--- src/rtl/ptr_fifo_pkg.sv ---
package ptr_fifo_pkg;

  // Which single-pointer operation happened last; resolves pointer equality.
  typedef enum logic {
    LAST_RD = 1'b0,
    LAST_WR = 1'b1
  } last_op_e;

endpackage

--- src/rtl/ptr_fifo_ptr.sv ---
// Address pointer that advances by one on enable and wraps modulo 2**ADDR_W.
module ptr_fifo_ptr #(
  parameter int ADDR_W = 4
) (
  input  logic              clk,
  input  logic              rst_n,
  input  logic              adv,
  output logic [ADDR_W-1:0] ptr
);

  logic [ADDR_W-1:0] ptr_d;

  always_comb begin
    ptr_d = ptr;
    if (adv) begin
      ptr_d = ptr + ADDR_W'(1);
    end
  end

  always_ff @(posedge clk or negedge rst_n) begin
    if (!rst_n) begin
      ptr <= '0;
    end else if (adv) begin
      ptr <= ptr_d;
    end
  end

endmodule

--- src/rtl/ptr_fifo_mem.sv ---
// Dual-port array: one write port, one read port with a registered output.
module ptr_fifo_mem #(
  parameter int DATA_W = 8,
  parameter int DEPTH  = 16,
  parameter int ADDR_W = 4
) (
  input  logic              clk,
  input  logic              rst_n,
  input  logic              we,
  input  logic [ADDR_W-1:0] waddr,
  input  logic [DATA_W-1:0] wdata,
  input  logic              re,
  input  logic [ADDR_W-1:0] raddr,
  output logic [DATA_W-1:0] rdata
);

  logic [DATA_W-1:0] store [DEPTH];
  logic [DATA_W-1:0] rdata_d;

  // The storage array has no reset; a slot is only read after it was written.
  always_ff @(posedge clk) begin
    if (we) begin
      store[waddr] <= wdata;
    end
  end

  always_comb begin
    rdata_d = rdata;
    if (re) begin
      rdata_d = store[raddr];
    end
  end

  always_ff @(posedge clk or negedge rst_n) begin
    if (!rst_n) begin
      rdata <= '0;
    end else if (re) begin
      rdata <= rdata_d;
    end
  end

endmodule

--- src/rtl/ptr_fifo_status.sv ---
// Last-operation flag and the full, empty and half-full decode.
module ptr_fifo_status
  import ptr_fifo_pkg::*;
#(
  parameter int DEPTH  = 16,
  parameter int ADDR_W = 4
) (
  input  logic              clk,
  input  logic              rst_n,
  input  logic              wr_acc,
  input  logic              rd_acc,
  input  logic [ADDR_W-1:0] wptr,
  input  logic [ADDR_W-1:0] rptr,
  output logic              full,
  output logic              empty,
  output logic              half_full
);

  localparam int OCC_W = ADDR_W + 1;
  localparam logic [OCC_W-1:0] HALF_LVL = OCC_W'(DEPTH / 2);
  localparam logic [OCC_W-1:0] FULL_LVL = OCC_W'(DEPTH);

  last_op_e          last_q;
  last_op_e          last_d;
  logic              ptr_eq;
  logic [ADDR_W-1:0] ptr_gap;
  logic [OCC_W-1:0]  occ;

  // The flag only moves when exactly one pointer advances.
  always_comb begin
    last_d = last_q;
    if (wr_acc && !rd_acc) begin
      last_d = LAST_WR;
    end else if (rd_acc && !wr_acc) begin
      last_d = LAST_RD;
    end
  end

  always_ff @(posedge clk or negedge rst_n) begin
    if (!rst_n) begin
      last_q <= LAST_RD;
    end else if (wr_acc != rd_acc) begin
      last_q <= last_d;
    end
  end

  always_comb begin
    ptr_eq  = (wptr == rptr);
    ptr_gap = wptr - rptr;
    full    = ptr_eq && (last_q == LAST_WR);
    empty   = ptr_eq && (last_q == LAST_RD);
    occ     = full ? FULL_LVL : {1'b0, ptr_gap};
    half_full = (occ >= HALF_LVL);
  end

endmodule

--- src/rtl/ptr_fifo.sv ---
// Single-clock queue: two wrapping pointers over a dual-port array.
module ptr_fifo
  import ptr_fifo_pkg::*;
#(
  parameter int DATA_W = 8,
  parameter int DEPTH  = 16
) (
  input  logic              clk,
  input  logic              rst_n,
  input  logic              wr_en,
  input  logic [DATA_W-1:0] wr_data,
  input  logic              rd_en,
  output logic [DATA_W-1:0] rd_data,
  output logic              full,
  output logic              empty,
  output logic              half_full
);

  localparam int ADDR_W = (DEPTH > 1) ? $clog2(DEPTH) : 1;

  logic              wr_acc;
  logic              rd_acc;
  logic [ADDR_W-1:0] wptr;
  logic [ADDR_W-1:0] rptr;

  // Requests against a full or empty queue are dropped here.
  always_comb begin
    wr_acc = wr_en && !full;
    rd_acc = rd_en && !empty;
  end

  ptr_fifo_ptr #(.ADDR_W(ADDR_W)) u_wptr (
    .clk  (clk),
    .rst_n(rst_n),
    .adv  (wr_acc),
    .ptr  (wptr)
  );

  ptr_fifo_ptr #(.ADDR_W(ADDR_W)) u_rptr (
    .clk  (clk),
    .rst_n(rst_n),
    .adv  (rd_acc),
    .ptr  (rptr)
  );

  ptr_fifo_mem #(.DATA_W(DATA_W), .DEPTH(DEPTH), .ADDR_W(ADDR_W)) u_mem (
    .clk  (clk),
    .rst_n(rst_n),
    .we   (wr_acc),
    .waddr(wptr),
    .wdata(wr_data),
    .re   (rd_acc),
    .raddr(rptr),
    .rdata(rd_data)
  );

  ptr_fifo_status #(.DEPTH(DEPTH), .ADDR_W(ADDR_W)) u_status (
    .clk      (clk),
    .rst_n    (rst_n),
    .wr_acc   (wr_acc),
    .rd_acc   (rd_acc),
    .wptr     (wptr),
    .rptr     (rptr),
    .full     (full),
    .empty    (empty),
    .half_full(half_full)
  );

endmodule

--- config.mk ---
export PLATFORM = sky130hd
export DESIGN_NAME = ptr_fifo
export DESIGN_NICKNAME = d
export VERILOG_FILES = /design/src/rtl/ptr_fifo_pkg.sv /design/src/rtl/ptr_fifo_ptr.sv /design/src/rtl/ptr_fifo_mem.sv /design/src/rtl/ptr_fifo_status.sv /design/src/rtl/ptr_fifo.sv
export SDC_FILE = /design/constraint.sdc
export NUM_CORES = 1
export LEC_CHECK = 0
export BUFFER_PORTS_ARGS = -buffer_cell sky130_fd_sc_hd__buf_2
export CORE_UTILIZATION = 30
export DETAILED_ROUTE_END_ITERATION = 8
export PLACE_DENSITY_LB_ADDON = 0.25
export SLEW_MARGIN = 5
export SYNTH_ARGS = -nofsm -noshare
export SYNTH_HDL_FRONTEND = slang
export SYNTH_SLANG_ARGS = --single-unit
--- constraint.sdc ---
create_clock -name clk -period 2.5 [get_ports clk]
set_input_delay 0.125 -clock clk [delete_from_list [all_inputs] [get_ports clk]]
set_output_delay 0.125 -clock clk [all_outputs]
set_load 0.005 [all_outputs]
==> results of run 1 <==
==> cell usage after synthesis, drive strengths merged <==
cell | count | area share (%)
a21oi | 1 | 0.086
a221oi | 8 | 2.1
and2 | 1 | 0.15
and3 | 1 | 0.11
buf | 15 | 1.6
clkbuf | 1 | 0.065
dfrtp | 17 | 7.3
edfxtp | 128 | 66
ha | 9 | 1.9
inv | 7 | 0.45
mux2 | 1 | 0.19
mux2i | 8 | 1.4
mux4 | 32 | 12
nand2 | 9 | 0.58
nand2b | 2 | 0.22
nand3 | 1 | 0.086
nand4 | 2 | 0.22
nor2 | 22 | 1.4
nor2b | 1 | 0.11
nor3 | 4 | 0.35
o21ai | 3 | 0.26
o22ai | 9 | 0.97
o31a | 2 | 0.30
or2 | 2 | 0.22
xnor2 | 5 | 0.75
xor2 | 2 | 0.43
==> state kept, by name, indices dropped and copies added, names as in the netlist <==
signal / count
u_mem.rdata: 8
u_wptr.ptr: 4
u_status.last_q: 1
u_mem.store: 128
u_rptr.ptr: 4
==> worst max-delay path: stages, from the launching register on <==
cell and delay (ps):
dfrtp_1 410, inv_1 150, ha_1 250, nand3_1 120, o31a_1 350, nand2_1 230, nor2_1 170, buf_4 200
==> how the worst max path moves through the flow <==
| stage | startpoint | end | slack [ps] | depth (start not counted) |
|---|---|---|---|---|
| after floorplan | u_rptr.ptr[1] | u_mem.store[0][0] | -130 | 9 |
| after global placement | u_wptr.ptr[0] | u_mem.store[7][0] | 400 | 7 |
| after detailed placement | u_wptr.ptr[0] | u_mem.store[7][3] | 320 | 7 |
| after CTS | u_wptr.ptr[0] | u_mem.store[7][3] | 310 | 7 |
| after global routing | u_wptr.ptr[0] | u_mem.store[1][2] | 120 | 7 |
| final | u_wptr.ptr[0] | u_mem.store[7][3] | 330 | 7 |
==> power by group through the flow <==
stage                     clock network [µW]  registers (µW)  logic (µW)
after floorplan                            0            3160        1760
after global placement                     0            3230        2390
after detailed placement                   0            3240        2410
after CTS                               2650            3190        2420
after global routing                    2740            3220        2600
final                                   2600            3190        2370
==> routing by layer <==
layer  global-route usage [%]  wire length, µm
met2                    22.36             6083
met1                    17.63             5732
met4                    6.007              175
met3                    3.125              484
met5                        0                0
==> logic make-up after synthesis <==
kind of cell	count (synthesis)	synth area share, %
AOI/OAI and AO/OA	23	3.688
xor gates and xnor gates	7	1.186
adders and majority gates	9	1.941
buffers and inverters	23	2.157
DFF	145	73.58
muxes	41	14.00
and+or+nand+nor	45	3.450
==> metrics by stage <==
stage | total power [µW] | hold slack (ps) | setup TNS [ps]
6_report | 8159 | 124.1 | 0
5_1_grt | 8563 | 111.3 | 0
4_1_cts | 8269 | 106.8 | 0
3_5_place_dp | 5654 | 85.46 | 0
3_3_place_gp | 5625 | 86.95 | 0
2_1_floorplan | 4918 | -170.6 | -2013
==> cell type report <==
| class | instances | share of cell area, % |
|---|---|---|
| Clock buffer | 27 | 8.145 |
| Clock inverter | 5 | 0.8630 |
| Tap cell | 260 | 4.675 |
| Inverter | 7 | 0.3776 |
| Sequential cell | 145 | 61.36 |
| Timing Repair Buffer | 46 | 4.207 |
| Multi-Input combinational cell | 125 | 20.37 |
==> impl_results.md, run 1 <==
- Maximum clock frequency: 0.4605 GHz
- Std cell rows: 50
- Ratio of final minimum period to clock period: 86.87%
- Share of the core filled with cells: 36.96%
- Final number of hold-violating endpoints: 0
- Proportion of power drawn by combinational gates: 29.1%
- Worst Hold Path EP: u_mem.store[8][4]
- Min setup slack post-route: 328.2 ps
- Element type at the critical path end: flop
- Leading cell types in the layout, fill and taps excluded: 128 x edfxtp_1, 32 x mux4_2, 23 x buf_4
- Post-route DRC: 0
- Placed instance area: 0.006322 mm²
- TritonCTS buffer count: 17
- Outcome: completed
- Number of input and output port buffers inserted: 22
- Max-slew violations: 0
- Static leakage: 0.002368 µW
- Floorplan die width: 141.1 µm
- Peak fanout along the critical path: 9
- Net count after synthesis: 314
- Die footprint: 0.01990 mm²
- Iteration-0 DRC Markers: 164
- Area of the placeable core: 0.01883 mm²
- Register share of total power: 39.1%
- Area of the multi-input gates: 0.001418 mm²
- Maximum resistive drop on vdd: 0.5286 mV
- Yosys warns: 0
- Power density over cell area: 1172 mW/mm²
- Layout fillers: 1725
- Largest net degree at the start of global routing: 35
- Detail Placement HPWL: 8290 µm
- DRT antenna net count: 0
- Worst hold stages: 1
- Buffers from clock root to sink, at most: 2
- Clock tree from TritonCTS: done
- Number of levels the H-tree was split into: 4
- Min-Delay Startpoint: wr_data[4]
- Post-CTS setup buffer count: 0
- Combined global-route utilization of all metal layers: 13.76%
- Wire length reported by the detailed router: 12470 µm
- Net count reported at finish: 363
- Inserted Diodes: 0
- Area of all sequential standard cells: 0.004270 mm²
- Number of cells in the finished layout apart from fillers: 615
- Startpoint kind of the worst setup timing path: flop
- Crit path DAT: 2300 ps
- Count of max-cap constraint violations: 0
- Switching power: 2420 µW
- Ratio of cells with drive above 1 in the final layout: 34.37%
- Initial cell density of the core: 30.81%
- Clock network power share: 31.9%
- Post-layout min period: 2172 ps
- Launch point of the worst reg-to-reg path: u_wptr.ptr[0]
- Routed via count divided by cell count: 4.642
- Number of setup violations in the final report: 0
- Syn Inst Count: 293
- Worst relative slew slack: 66.21%
- Crit Path Class: reg -> reg
- Post-route design area: 0.006959 mm²
- Wire length of the first global-routing pass: 19050 µm
- Sequential fraction of the synthesis area: 73.58%
- Height of the chip: 141.1 µm
- Final Skew: 9.608 ps
- Cell area after synthesis: 0.005802 mm²
- Endpoint of the lowest-slack register-to-register path: u_mem.store[7][3]
- Hold-fix buffer count after cts: 1
- Buffer cell driving the clock tree root: clkbuf_16
- Worst-case register-to-register setup slack: 330 ps
- Congestion Overflow GR: 0
- Worst setup slack before clock tree synthesis: 318.1 ps
- Overall via count from detail_route: 2855
- Setup repair after global routing missed its margin: false
- Total of cells resized after clock tree synthesis: 0
- Netlist cell types: 31
- Critical path required time: 2630 ps
- Most common cell after layout, fill and taps aside: edfxtp_1
- Sw Ratio: 29.66%
- Cell Int Power: 5739 µW
- Slew at the pin with the worst max-slew slack: 506.8 ps
- Area Overhead vs Synth: 19.95%
- Detail-routed net length per standard cell: 20.28 µm
- Placed cells: 582
- Clock sinks: 145
- Worst skew pair latency: 420 ps
- Depth of the most critical reg-to-reg path: 7
- Mapped Avg Cell Area: 19.80 µm²
- Antenna violations before repair: 0
- Ports placed on the boundary: 23
- Via count of the first global-routing pass: 3088
- GPL Wtd Cong: 0.7554
- Clock slew at the register clock pins of the worst setup and hold paths: 60 ps
- Flip-flop and latch count after synthesis: 145
- Path category of the worst min-delay check: in -> reg
- Pre-antenna DRT Iters: 4
Power figures use the tool's default switching activity.
==> run 2: changes to the inputs <==
Settings changed: CORE_MARGIN set to 4.
==> impl_results.md, run 2 (synthesis results as in run 1) <==
- Number of cells in the finished layout apart from fillers: 612
- Iteration-0 DRC Markers: 176
- Detail Placement HPWL: 8167 µm
- Layout fillers: 1777
- Overall via count from detail_route: 2801
- Initial cell density of the core: 30.71%
- Final Skew: 8.609 ps
- Static leakage: 0.002358 µW
- Std cell rows: 50
- Startpoint kind of the worst setup timing path: flop
- Power density over cell area: 1195 mW/mm²
- Most common cell after layout, fill and taps aside: edfxtp_1
- Worst skew pair latency: 420 ps
- Peak fanout along the critical path: 9
- GPL Wtd Cong: 0.7926
- Placed instance area: 0.006327 mm²
- Congestion Overflow GR: 0
- Routed via count divided by cell count: 4.577
- Maximum clock frequency: 0.4538 GHz
- Slew at the pin with the worst max-slew slack: 505.5 ps
- Flip-flop count of the largest register, all copies and words added: 128
- Wire length of the first global-routing pass: 19200 µm
- Area of all sequential standard cells: 0.004270 mm²
- Total power after layout: 8312 µW
- Leading cell types in the layout, fill and taps excluded: 128 x edfxtp_1, 32 x mux4_2, 22 x nor2_1, 22 x buf_2, 21 x buf_4
- Count of max-cap constraint violations: 0
- Register with the most flip-flops: u_mem.store
- Number of setup violations in the final report: 0
- Post-route design area: 0.006958 mm²
- Clock sinks: 145
- Number of levels the H-tree was split into: 4
- Ratio of final minimum period to clock period: 88.14%
- Clock tree from TritonCTS: done
- Area of the placeable core: 0.01889 mm²
- Share of the core filled with cells: 36.83%
- Post-layout min period: 2204 ps
- Final number of hold-violating endpoints: 0
- Detail-routed net length per standard cell: 20.71 µm
- Path category of the worst min-delay check: in -> reg
- Number of input and output port buffers inserted: 22
- Via count of the first global-routing pass: 2952
- Placed cells: 581
- Largest registers: u_mem.store x128, u_mem.rdata x8
- DRT antenna net count: 0
- Combined global-route utilization of all metal layers: 12.45%
- Ports placed on the boundary: 23
- Area Overhead vs Synth: 19.93%
- Antenna violations before repair: 0
- Setup repair after global routing missed its margin: false
- Inserted Diodes: 0
- Pre-antenna DRT Iters: 4
- Height of the chip: 147.1 µm
- Buffer cell driving the clock tree root: clkbuf_16
- Clock slew at the register clock pins of the worst setup and hold paths: 60 ps
- Floorplan die width: 147.1 µm
- Largest net degree at the start of global routing: 35
- Die footprint: 0.02163 mm²
- Critical path required time: 2620 ps
- Wire length reported by the detailed router: 12670 µm
- Maximum resistive drop on vdd: 0.5017 mV
- Crit Path Class: reg -> reg
- Outcome: completed
- Area of the multi-input gates: 0.001418 mm²
- Total of cells resized after clock tree synthesis: 0
- Buffers from clock root to sink, at most: 2
- Max-slew violations: 0
- Element type at the critical path end: flop
- Crit path DAT: 2320 ps
- Net count reported at finish: 362
- Ratio of cells with drive above 1 in the final layout: 33.81%
- Post-route DRC: 0
- Worst relative slew slack: 65.33%
- TritonCTS buffer count: 17
[run 2: cell types whose count changed in the layout (fill, tap and decap cells not counted), sizes merged]
cell      previous run  this run
buf                 45        44
bufinv               1         5
clkbuf              27        18
clkinv               2         5
clkinvlp             1         2
inv                  8         7
[run 2: area by class of cell]
type / instances / share of cell area [%]
clock buffers: 18 / 6.168
multi-input cells: 125 / 20.37
clock inverters: 12 / 2.751
flip-flops and latches: 145 / 61.37
repair buffers: 45 / 4.280
inverters: 7 / 0.3776
well taps: 260 / 4.675
[run 2: final timing paths]
kind | start | slack (ps) | depth (start not counted) | endpoint
setup / recovery | u_wptr.ptr[0] | 300 | 7 | u_mem.store[7][4]
hold / removal | wr_data[7] | 120 | 1 | u_mem.store[15][7]
setup reg to reg | u_wptr.ptr[0] | 300 | 7 | u_mem.store[7][4]
hold reg to reg | u_rptr.ptr[2] | 550 | 1 | u_rptr.ptr[2]
max in group asynchronous | rst_n | 2010 | 2 | u_rptr.ptr[0]
min in group asynchronous | rst_n | 180 | 2 | u_mem.rdata[5]
[run 2: metal layers]
metal  wire, µm  global-route usage, %
met5          0                      0
met4        127                  3.914
met3        664                  3.825
met2       5716                  17.81
met1       6165                  18.20
[run 2: what timing repair did]
item                                   in CTS  in global routing
endpoints found under the hold margin      17                  0
buffers inserted                            0                  0
hold buffers                                1                  0
[run 2: metrics by stage]
stage	TNS, ps	setup slack (ps)	hold WS, ps
4_1_cts	0	286.3	113.5
2_1_floorplan	-2013	-125.8	-170.6
6_report	0	296.5	118.8
3_5_place_dp	0	302.9	81.88
5_1_grt	0	136.9	112.5
3_3_place_gp	0	371.1	83.65
[run 2: critical path, cell delays in order, from the launching register on]
cell and delay [ps]:
dfrtp_1 410, inv_1 160, ha_1 250, nand3_1 120
o31a_1 330, nand2_1 270, nor2_1 180, buf_4 190
[run 2: power by group]
group,total [µW],switching (µW),internal [µW]
Combinational,2440,1340,1100
Sequential,3190,190,3000
Clock,2680,937,1750
==> run 3: changes to the inputs <==
Settings changed: CORE_UTILIZATION 30 to 40.
==> impl_results.md, run 3 (synthesis results as in run 1) <==
- Layout fillers: 1197
- Maximum clock frequency: 0.4569 GHz
- Proportion of power drawn by combinational gates: 31.0%
- Cell Int Power: 5437 µW
- Max-slew violations: 0
- Area of the placeable core: 0.01404 mm²
- Iteration-0 DRC Markers: 196
- Floorplan die width: 128.4 µm
- Largest net degree at the start of global routing: 36
- Wire length reported by the detailed router: 11560 µm
- Buffer cell driving the clock tree root: clkbuf_16
- Slew at the pin with the worst max-slew slack: 530.8 ps
- Clock sinks: 145
- Critical path required time: 2620 ps
- Maximum resistive drop on vdd: 0.5692 mV
- WHS: 123.2 ps
- Detail Placement HPWL: 7356 µm
- Ratio of cells with drive above 1 in the final layout: 32.86%
- Most common cell after layout, fill and taps aside: edfxtp_1
- Count of max-cap constraint violations: 0
- Crit Path Class: reg -> reg
- Overall via count from detail_route: 2858
- Number of setup violations in the final report: 0
- Number of cells in the finished layout apart from fillers: 533
- Area Overhead vs Synth: 16.33%
- Leading cell types in the layout, fill and taps excluded: 128 x edfxtp_1, 32 x mux4_2, 22 x nor2_1, 22 x buf_2, 21 x buf_4
- Ratio of final minimum period to clock period: 87.55%
- Ports placed on the boundary: 23
- Initial cell density of the core: 41.32%
- Peak fanout along the critical path: 9
- Placed cells: 501
- Area of all sequential standard cells: 0.004270 mm²
- Clock tree from TritonCTS: done
- Sw Ratio: 30.31%
- Die footprint: 0.01650 mm²
- Share of the core filled with cells: 48.06%
- Worst skew pair latency: 410 ps
- Routed via count divided by cell count: 5.362
- Congestion Overflow GR: 0
- Path category of the worst min-delay check: in -> reg
- Worst relative slew slack: 64.62%
- Register share of total power: 40.7%
- Crit path DAT: 2310 ps
- Startpoint kind of the worst setup timing path: flop
- Total power after layout: 7802 µW
- Final Skew: 6.652 ps
- Switching power: 2365 µW
- Height of the chip: 128.4 µm
- Via count of the first global-routing pass: 2948
- Clock slew at the register clock pins of the worst setup and hold paths: 60 ps
- Element type at the critical path end: flop
- Largest registers: u_mem.store x128, u_mem.rdata x8
- Clock network power share: 28.3%
- Flip-flop count of the largest register, all copies and words added: 128
- Pre-antenna DRT Iters: 4
- Worst-case register-to-register setup slack: 310 ps
- TritonCTS buffer count: 17
- Setup repair after global routing missed its margin: false
- Std cell rows: 43
- Post-route DRC: 0
- Antenna violations before repair: 0
- Post-layout min period: 2189 ps
- Wire length of the first global-routing pass: 18070 µm
- Buffers from clock root to sink, at most: 2
- DRT antenna net count: 0
- GPL Wtd Cong: 0.8166
- Outcome: completed
- Number of input and output port buffers inserted: 22
- Area of the multi-input gates: 0.001418 mm²
- Power density over cell area: 1156 mW/mm²
- Combined global-route utilization of all metal layers: 15.27%
- Post-CTS setup buffer count: 0
- Register with the most flip-flops: u_mem.store
- Net count reported at finish: 362
- Detail-routed net length per standard cell: 21.69 µm
- Final number of hold-violating endpoints: 0
- Number of levels the H-tree was split into: 4
- Inserted Diodes: 0
- Static leakage: 0.002318 µW
run 3: cell count changes in the layout (fill, tap and decap cells not counted), sizes merged:
cell | before | now
clkinvlp | 2 | 0
bufinv | 5 | 1
clkbuf | 18 | 22
clkinv | 5 | 8
run 3: power groups by stage:
stage,clock network (µW),registers [µW],logic (µW)
after floorplan,0,3160,1760
after global placement,0,3200,2460
after detailed placement,0,3220,2470
after CTS,2270,3170,2480
after global routing,2370,3210,2660
final,2210,3170,2420
run 3: area by class of cell:
| class | count | area share [%] |
|---|---|---|
| inverters | 7 | 0.3893 |
| flip-flops and latches | 145 | 63.27 |
| clock inverters | 9 | 1.001 |
| repair buffers | 45 | 4.412 |
| well taps | 180 | 3.337 |
| clock buffers | 22 | 6.581 |
| multi-input cells | 125 | 21.00 |
run 3: final timing paths:
check                      cells past startpoint                 end     startpoint
min reg2reg                                    1       u_rptr.ptr[2]  u_rptr.ptr[2]
max in group asynchronous                      2       u_rptr.ptr[0]          rst_n
max reg2reg                                    7  u_mem.store[10][2]  u_wptr.ptr[0]
min in group asynchronous                      2       u_wptr.ptr[3]          rst_n
max                                            7  u_mem.store[10][2]  u_wptr.ptr[0]
min                                            1  u_mem.store[14][1]     wr_data[1]
run 3: through the flow:
stage | setup slack (ps) | TNS (ps) | cell area [µm²]
floorplan | -125.8 | -2013 | 5812
global placement | 395.6 | 0 | 6227
detailed placement | 304.8 | 0 | 6227
CTS | 303.4 | 0 | 6749
global route | 151.6 | 0 | 6749
finish | 311.2 | 0 | 6749
run 3: per-layer routing:
layer | wire length [µm] | up-vias | GRT usage [%] | share of wire [%]
met5 | 0 | - | 0 | 0
met4 | 294 | 0 | 7.116 | 2.5
met3 | 521 | 20 | 4.068 | 4.5
met2 | 5316 | 64 | 22.31 | 46
met1 | 5428 | 1499 | 21.49 | 47
li1 | - | 1275 | - | -
run 3: what timing repair did:
item	4_1_cts	5_1_grt
hold buffers	1	0
endpoints found under the hold margin	17	0
resized for setup	0	0
run 3: critical path: stages, from the launching register on:
cell and delay (ps):
dfrtp_1 410, inv_1 150, ha_1 250, nand3_1 120
o31a_1 330, nand2_1 200, nor2_1 240, buf_4 190
